--- config.mk ---
export PLATFORM = sky130hd
export DESIGN_NAME = regscore
export DESIGN_NICKNAME = d
export VERILOG_FILES = /design/src/rtl/regscore_pkg.sv /design/src/rtl/rsb_reset_sync.sv /design/src/rtl/rsb_busy_bits.sv /design/src/rtl/rsb_match.sv /design/src/rtl/regscore.sv
export SDC_FILE = /design/constraint.sdc
export NUM_CORES = 1
export LEC_CHECK = 0
export BUFFER_PORTS_ARGS = -buffer_cell sky130_fd_sc_hd__buf_2
export CAP_MARGIN = 15
export CORE_MARGIN = 2
export CORE_UTILIZATION = 35
export CTS_BUF_LIST = sky130_fd_sc_hd__clkbuf_16
export DETAILED_ROUTE_END_ITERATION = 12
export GPL_ROUTABILITY_DRIVEN = 0
export PLACE_DENSITY_LB_ADDON = 0.05
export SETUP_SLACK_MARGIN = 0.4
export SLEW_MARGIN = 40
export SYNTH_ARGS = -nofsm -noshare
export SYNTH_HDL_FRONTEND = slang
export SYNTH_HIERARCHICAL = 1
export SYNTH_SLANG_ARGS = --single-unit
--- constraint.sdc ---
create_clock -name clk -period 4.7 [get_ports clk]
set_input_delay 0.94 -clock clk [delete_from_list [all_inputs] [get_ports clk]]
set_output_delay 0.94 -clock clk [all_outputs]
set_load 0.01 [all_outputs]
--- src/rtl/regscore_pkg.sv ---
`timescale 1ns/1ps
package regscore_pkg;
  // Search port ordering inside the hit vector.
  typedef enum logic [1:0] {
    PORT_SRC1 = 2'd0,
    PORT_SRC2 = 2'd1,
    PORT_DST  = 2'd2
  } port_e;

  localparam int NUM_PORTS = 3;
endpackage

--- src/rtl/rsb_reset_sync.sv ---
`timescale 1ns/1ps
module rsb_reset_sync #(
  parameter int STAGES = 2
) (
  input  logic clk,
  input  logic rst_n_in,
  output logic rst_n_out
);
  logic [STAGES-1:0] sync_q;
  logic [STAGES-1:0] sync_d;

  always_comb begin
    sync_d = {sync_q[STAGES-2:0], 1'b1};
  end

  always_ff @(posedge clk or negedge rst_n_in) begin
    if (!rst_n_in) sync_q <= '0;
    else           sync_q <= sync_d;
  end

  assign rst_n_out = sync_q[STAGES-1];
endmodule

--- src/rtl/rsb_busy_bits.sv ---
`timescale 1ns/1ps
module rsb_busy_bits #(
  parameter int NREG  = 32,
  parameter int IDX_W = $clog2(NREG)
) (
  input  logic             clk,
  input  logic             rst_n,
  input  logic             set_vld,
  input  logic [IDX_W-1:0] set_idx,
  input  logic             clr_vld,
  input  logic [IDX_W-1:0] clr_idx,
  output logic [NREG-1:0]  busy_q,
  output logic [NREG-1:0]  busy_view
);
  logic [NREG-1:0] set_mask;
  logic [NREG-1:0] clr_mask;
  logic [NREG-1:0] busy_d;
  logic            busy_en;

  // Decode one-hot set and clear masks; slot 0 is never tracked.
  for (genvar g = 0; g < NREG; g++) begin : g_dec
    if (g == 0) begin : g_zero
      assign set_mask[g] = 1'b0;
      assign clr_mask[g] = 1'b0;
    end else begin : g_reg
      assign set_mask[g] = set_vld && (set_idx == IDX_W'(g));
      assign clr_mask[g] = clr_vld && (clr_idx == IDX_W'(g));
    end
  end

  // The clear of the current cycle is visible to searches at once.
  assign busy_view = busy_q & ~clr_mask;

  // Clear first, then set: a same-index insert wins.
  always_comb begin
    busy_en = set_vld || clr_vld;
    busy_d  = busy_view | set_mask;
  end

  always_ff @(posedge clk or negedge rst_n) begin
    if (!rst_n)       busy_q <= '0;
    else if (busy_en) busy_q <= busy_d;
  end

  // a valid nonzero insert leaves the flag set after the edge
  a_r2_insert_sets: assert property (@(posedge clk) disable iff (!rst_n)
    (set_vld && set_idx != '0) |=> busy_q[$past(set_idx)]);

  // a remove not overridden by an insert clears the flag
  a_r3_remove_clears: assert property (@(posedge clk) disable iff (!rst_n)
    (clr_vld && !(set_vld && set_idx == clr_idx)) |=> !busy_q[$past(clr_idx)]);

  // slot 0 is never busy
  a_r6_zero_idle: assert property (@(posedge clk) disable iff (!rst_n)
    !busy_q[0]);

  // no valid request, no change
  a_r7_idle_stable: assert property (@(posedge clk) disable iff (!rst_n)
    (!set_vld && !clr_vld) |=> $stable(busy_q));

  // same-index insert and remove leave the flag set
  a_r8_insert_wins: assert property (@(posedge clk) disable iff (!rst_n)
    (set_vld && clr_vld && set_idx == clr_idx && set_idx != '0)
      |=> busy_q[$past(set_idx)]);
endmodule

--- src/rtl/rsb_match.sv ---
`timescale 1ns/1ps
module rsb_match #(
  parameter int NREG  = 32,
  parameter int IDX_W = $clog2(NREG)
) (
  input  logic [NREG-1:0]  busy_view,
  input  logic             fld_vld,
  input  logic [IDX_W-1:0] fld_idx,
  output logic             hit
);
  always_comb begin
    hit = 1'b0;
    if (fld_vld && fld_idx != '0) hit = busy_view[fld_idx];
  end
endmodule

--- src/rtl/regscore.sv ---
`timescale 1ns/1ps
module regscore
  import regscore_pkg::*;
#(
  parameter int NREG  = 32,
  parameter int IDX_W = $clog2(NREG)
) (
  input  logic             clk,
  input  logic             rst_n,
  input  logic             ins_vld,
  input  logic [IDX_W-1:0] ins_idx,
  input  logic             rem_vld,
  input  logic [IDX_W-1:0] rem_idx,
  input  logic             src1_vld,
  input  logic [IDX_W-1:0] src1_idx,
  input  logic             src2_vld,
  input  logic [IDX_W-1:0] src2_idx,
  input  logic             dst_vld,
  input  logic [IDX_W-1:0] dst_idx,
  output logic             hit_src1,
  output logic             hit_src2,
  output logic             hit_dst,
  output logic             stall
);
  logic                 rst_n_int;
  logic [NREG-1:0]      busy_q;
  logic [NREG-1:0]      busy_view;
  logic [NUM_PORTS-1:0] port_vld;
  logic [IDX_W-1:0]     port_idx [NUM_PORTS];
  logic [NUM_PORTS-1:0] port_hit;

  rsb_reset_sync #(.STAGES(2)) u_rst (
    .clk       (clk),
    .rst_n_in  (rst_n),
    .rst_n_out (rst_n_int)
  );

  rsb_busy_bits #(.NREG(NREG), .IDX_W(IDX_W)) u_bits (
    .clk       (clk),
    .rst_n     (rst_n_int),
    .set_vld   (ins_vld),
    .set_idx   (ins_idx),
    .clr_vld   (rem_vld),
    .clr_idx   (rem_idx),
    .busy_q    (busy_q),
    .busy_view (busy_view)
  );

  always_comb begin
    port_vld[PORT_SRC1] = src1_vld;
    port_vld[PORT_SRC2] = src2_vld;
    port_vld[PORT_DST]  = dst_vld;
    port_idx[PORT_SRC1] = src1_idx;
    port_idx[PORT_SRC2] = src2_idx;
    port_idx[PORT_DST]  = dst_idx;
  end

  for (genvar p = 0; p < NUM_PORTS; p++) begin : g_port
    rsb_match #(.NREG(NREG), .IDX_W(IDX_W)) u_match (
      .busy_view (busy_view),
      .fld_vld   (port_vld[p]),
      .fld_idx   (port_idx[p]),
      .hit       (port_hit[p])
    );
  end

  assign hit_src1 = port_hit[PORT_SRC1];
  assign hit_src2 = port_hit[PORT_SRC2];
  assign hit_dst  = port_hit[PORT_DST];
  assign stall    = |port_hit;

  // nothing is busy in the cycle after reset is released
  a_r1_clear_after_reset: assert property (@(posedge clk)
    $rose(rst_n_int) |-> (busy_q == '0));

  // an invalid field never hits
  a_r4_invalid_no_hit: assert property (@(posedge clk) disable iff (!rst_n_int)
    (!src1_vld |-> !hit_src1) and (!src2_vld |-> !hit_src2) and (!dst_vld |-> !hit_dst));

  // a search of the register being removed sees it free
  a_r3_remove_bypass: assert property (@(posedge clk) disable iff (!rst_n_int)
    (rem_vld && src1_vld && src1_idx == rem_idx) |-> !hit_src1);

  // a search of index 0 never hits
  a_r6_zero_no_hit: assert property (@(posedge clk) disable iff (!rst_n_int)
    (dst_idx == '0) |-> !hit_dst);

  // a flag set at an edge is seen by a search of that index next cycle
  a_r2_search_sees_insert: assert property (@(posedge clk) disable iff (!rst_n_int)
    (ins_vld && ins_idx != '0) |=>
      ((src2_vld && src2_idx == $past(ins_idx) && !(rem_vld && rem_idx == src2_idx))
        |-> hit_src2));
endmodule

; Word-level counts from Yosys, hierarchy flattened
; Index checks and enable logic that the tools add are counted.
[totals]
reg_bits = 34
in_bits = 32
out_inout_bits = 4
[op_classes]
order_cmp = 3
eq_ne = 62
mux = 9
bitwise = 3
reduce_logical = 70
[ops]
columns = op, n
row1 = "== test 5 bit, second input constant", 32
row2 = "== test 5 x 4 -> 1 bit, second input constant", 16
row3 = logical AND 1 bit, 65
row4 = "== test 5 x 3 -> 1 bit, second input constant", 8
row5 = bitwise AND 32 bit, 1
row6 = inverter 32 bit, 1
row7 = OR 32 bit, 1
row8 = "== test 5 x 2 -> 1 bit, second input constant", 4
row9 = "< comparator 5 x 6 -> 1 bit, second input constant", 3
row10 = binary-select mux 1 bit (select 5 bit), 3
row11 = nonzero test 5 bit, 3
row12 = "== test 5 x 1 -> 1 bit, second input constant", 2
row13 = two-way mux 1 bit, 6
row14 = OR reduction 3 bit, 1
row15 = logical OR 1 bit, 1

; Longest topological paths before layout
[depth]
depth_word = 8
depth_mapped = 8

; Cells and area by module
; Netlist, hierarchy kept.
[by_module_without_submodules]
columns = module, instances, cells_each, area_per_inst_um2, seq_area_each_um2
row1 = rsb_busy_bits, 1, 130, 1463.9, 775.7
row2 = rsb_match, 3, 23, 309.0, 0.0
row3 = rsb_reset_sync, 1, 3, 53.8, 50.0
row4 = regscore, 1, 1, 6.3, 0.0

; Worst setup path before layout
; OpenSTA, ideal clock, no wires.
[synth_timing]
path_kind = input port to output port
start = in rem_idx[4]
end = out stall
t_arrival_ns = 2.973
required_ns = 3.760
slack_ns = 0.787
path_stages = 7
cell_sequence = or4b_1 -> o21a_1 -> mux4_1 -> mux2i_1 -> a22oi_1 -> and3_1 -> or3_1
[synth_between]
elab_chain_len = 8
[synth_lines]
columns = item, line_no
row1 = "start, declared", regscore.sv:13  ; input logic [IDX_W-1:0] rem_idx,
row2 = == test 5 x 2 -> 1 bit, rsb_busy_bits.sv:27  ; assign clr_mask[g] = clr_vld && (clr_idx == IDX_W'(g));
row3 = logical AND 1 bit, rsb_busy_bits.sv:27
row4 = inverter 32 bit, rsb_busy_bits.sv:32  ; assign busy_view = busy_q & ~clr_mask;
row5 = bitwise AND 32 bit, rsb_busy_bits.sv:32
row6 = via busy_view[2], regscore.sv:27  ; logic [NREG-1:0] busy_view;
row7 = binary-select mux 1 bit (select 5 bit), rsb_match.sv:13  ; if (fld_vld && fld_idx != '0) hit = busy_view[fld_idx];
row8 = two-way mux 1 bit (implied by the code), rsb_match.sv:13
row9 = two-way mux 1 bit, rsb_match.sv:13
row10 = via hit_src2, regscore.sv:21  ; output logic hit_src2,
row11 = OR reduction 3 bit, regscore.sv:70  ; assign stall = |port_hit;
row12 = "end, declared", regscore.sv:23  ; output logic stall
; The timed path passes the listed nets, and every way through them passes these cells. The select of a mux whose other input is x is not followed.

; Final worst setup path
[layout_timing]
start = in rem_idx[3]
end = out stall
[layout_between]
elab_chain_len = 8
[layout_lines]
columns = item, line_no
row1 = == test 5 x 1 -> 1 bit *, rsb_busy_bits.sv:27
row2 = logical AND 1 bit *, rsb_busy_bits.sv:27
row3 = inverter 32 bit *, rsb_busy_bits.sv:32
row4 = bitwise AND 32 bit *, rsb_busy_bits.sv:32
row5 = via busy_view[1], regscore.sv:27
row6 = binary-select mux 1 bit (select 5 bit), rsb_match.sv:13
row7 = two-way mux 1 bit (implied by the code), rsb_match.sv:13
row8 = two-way mux 1 bit, rsb_match.sv:13
row9 = OR reduction 3 bit *, regscore.sv:70
; Mark *: on every way through the listed nets, which the timed path passes. The rest lies on a longest branch. The select of a mux whose other input is x is not followed.

==> summary.md <==
| Metric | Value |
|---|---|
| Result of the run | finished, final reports clean |
| Type of the tightest min-delay check | reg2async |
| Critical path capture point type | primary output |
| Commonest non-fill, non-tap cells in the layout | sky130_fd_sc_hd__buf_2, sky130_fd_sc_hd__dfrtp_1, sky130_fd_sc_hd__o21bai_1 |
| Netlist area before placement | approximately 2400 um2 |
| Fmax | around 0.24 GHz |
| PwrDens | between 300 and 400 nW/um2 |
| Initial cell density of the core | 0.362 |
| Largest stage delay on the critical path | 0.55 ns |
| Critical path class | in2out |
| Number of failing hold endpoints at the final stage | 0 |
| Relative slew margins | 0.641 |
| DR vias/cell | around 6.1 |
| VDD IR-drop max | between 0.15 and 0.2 mV |
| Kind of cell adding the most delay to the critical path | simple AND/OR/NAND/NOR gates |
| Die width | around 88 um |
| Post-place setup slack | roughly 0.45 ns |
| Number of design-rule violations left by the first detailed-router iteration | around 130 |
| Overall power consumption | 1.05 mW |
| Required time reported for the critical path endpoint | 3.76 ns |
| Number of fill cells | 663 |
| Number of diodes | 0 |
| Average wire per standard cell | between 20 and 25 um |
| Final clock skew | 0.00181 ns |
| Antenna violations before repair | 0 |
| Io pins | 36 |
| Data arrival at the endpoint of the critical path | 3.31 ns |
| Nets in the synthesized netlist | 234 |
| Leftover overflow at the end of global routing | 0 |
| Final period utilization | 0.904 |
| Final count of pins violating max slew | 0 |
| Worst-skew pair later-pin latency | between 0.2 and 0.3 ns |
| Post-route antenna net violation count | 0 |
| CTS Sinks | 33 |
| H-tree depth | 2 |
| HPWL reported at the end of detailed placement | about 5.4 mm |
| Total wire length after detailed routing | just over 7 mm |
| Max Fanout on Critical Path | 8 |
| Crit start category | primary input |
| Standard cell with the maximum stage delay on the critical path | sky130_fd_sc_hd__or4b_4 |
| Post-layout minimum cycle time | about 4.2 ns |
| First-pass GRT wire length | around 11 mm |
| Total number of placement rows | 30 |
| Warning count from the yosys run | 6 |
| Final net count | around 260 |
| Clock tree from TritonCTS | built |
| Unrepaired setup endpoints after global routing | false |
| CTS Root Buffer Type | sky130_fd_sc_hd__clkbuf_16 |
| Number of setup violations in the final report | 0 |
| Via count of the first global-routing pass | about 1900 |
| Number of buffers added by the clock tree synthesis step | 5 |
| P&R area growth vs syn | 12.8% |
| Count of buffers inserted at the top-level ports | 35 |
| Aggregate global-route resource usage | 0.201 |
| Max-cap violations | 0 |
| Proportion of layout cells with a drive suffix above 1 | 0.316 |
| Static leakage | about 1.1 nW |
| Total DRC errors in the routed layout | 0 |
| Die ar. | 7670 um2 |
| Setup WS post-layout | 0.450 ns |
| Cells along the critical path | buf_4, or4b_4, o21a_1, mux4_2, mux2i_1, a22oi_1, and3_1, or3_1, buf_2 |
| Std-Cell Core Area | around 6800 um2 |
| Number of buffer and inverter stages on the critical path | 2 |
| Die outline height | about 88 um |
| Clock Tree Buf Depth | 2 |
| Clock slew seen by the registers of the worst setup and hold paths | ~0.050 ns |
| Average cell area after synthesis | ~12 um2 |
| TNS Setup | 0 ns |
| Worst Max-Slew Pin Slew | between 0.5 and 0.6 ns |
| Cell count after synthesis | just over 200 |
| TritonRoute pass-1 iters | 6 |
| Via Count | ~1900 |
| Pin count of the biggest net entering global routing | 32 |
| Most common library cell in the layout ignoring fill and taps | sky130_fd_sc_hd__buf_2 |
==> state kept, by name, indices dropped and copies added, names as in the netlist <==
signal and flops:
u_rst/sync_q 2, u_bits/busy_q 31
==> per-stage QoR <==
stage / instance area, um2 / cells / utilization / hold slack (ns)
2_1_floorplan: 2440 / 202 / - / 0.331
3_3_place_gp: 2590 / 302 / 0.384 / 0.262
3_5_place_dp: 2590 / 302 / 0.384 / 0.267
4_1_cts: 2740 / 310 / 0.405 / 0.272
5_1_grt: 2760 / 311 / 0.408 / 0.308
6_report: 2760 / 311 / 0.408 / 0.253
==> timing repair <==
item                                    in CTS  in global routing
hold buffers                                 0                  0
setup buffers                                0                  1
endpoints found under the setup margin       0                  1
gates resized for setup                      0                  7
hold endpoints to repair                     0                  0
==> final cells by class <==
class                           count  area [um2]  area share
Sequential cell                    33         826       0.300
Clock inverter                      3        17.5     0.00635
Multi-Input combinational cell    153        1500       0.542
Timing Repair Buffer               37         193      0.0699
Tap cell                           80         100      0.0363
Clock buffer                        5         125      0.0454
==> power breakdown <==
group | total, mW | leakage (nW) | switching [mW] | internal [mW]
sequential | 0.365 | 0.403 | 0.0185 | 0.347
clock | 0.312 | 0.0696 | 0.119 | 0.194
combinational | 0.369 | 0.619 | 0.171 | 0.199
total | 1.05 | 1.09 | 0.308 | 0.739
==> worst reg2reg max path, cell delays in order (launching register included) <==
cell	delay [ns]
sky130_fd_sc_hd__dfrtp_1	0.37
sky130_fd_sc_hd__o21a_1	0.15
sky130_fd_sc_hd__o21bai_1	0.17
==> path summary, 6_finish.rpt <==
kind                                   startpoint                end  slack (ns)  cells after the start
worst max register to register  u_bits/busy_q[31]  u_bits/busy_q[31]        3.88                      2
max in group asynchronous         u_rst/sync_q[1]  u_bits/busy_q[21]        4.16                      1
worst min register to register    u_rst/sync_q[1]  u_bits/busy_q[26]        0.25                      1
min in group clk                  u_rst/sync_q[0]    u_rst/sync_q[1]        0.35                      0
worst min-delay path              u_rst/sync_q[1]  u_bits/busy_q[26]        0.25                      1
worst max-delay path                   rem_idx[3]              stall        0.45                      9
==> layer usage <==
layer	vias up	share of wire	track usage	wire length, um
met1	996	0.41	0.247	2950
met5	-	0	0	0
met4	0	0.021	0.0699	152
met2	39	0.54	0.353	3870
met3	10	0.033	0.0405	241
li1	850	-	-	-
Power figures use the tool's default switching activity.
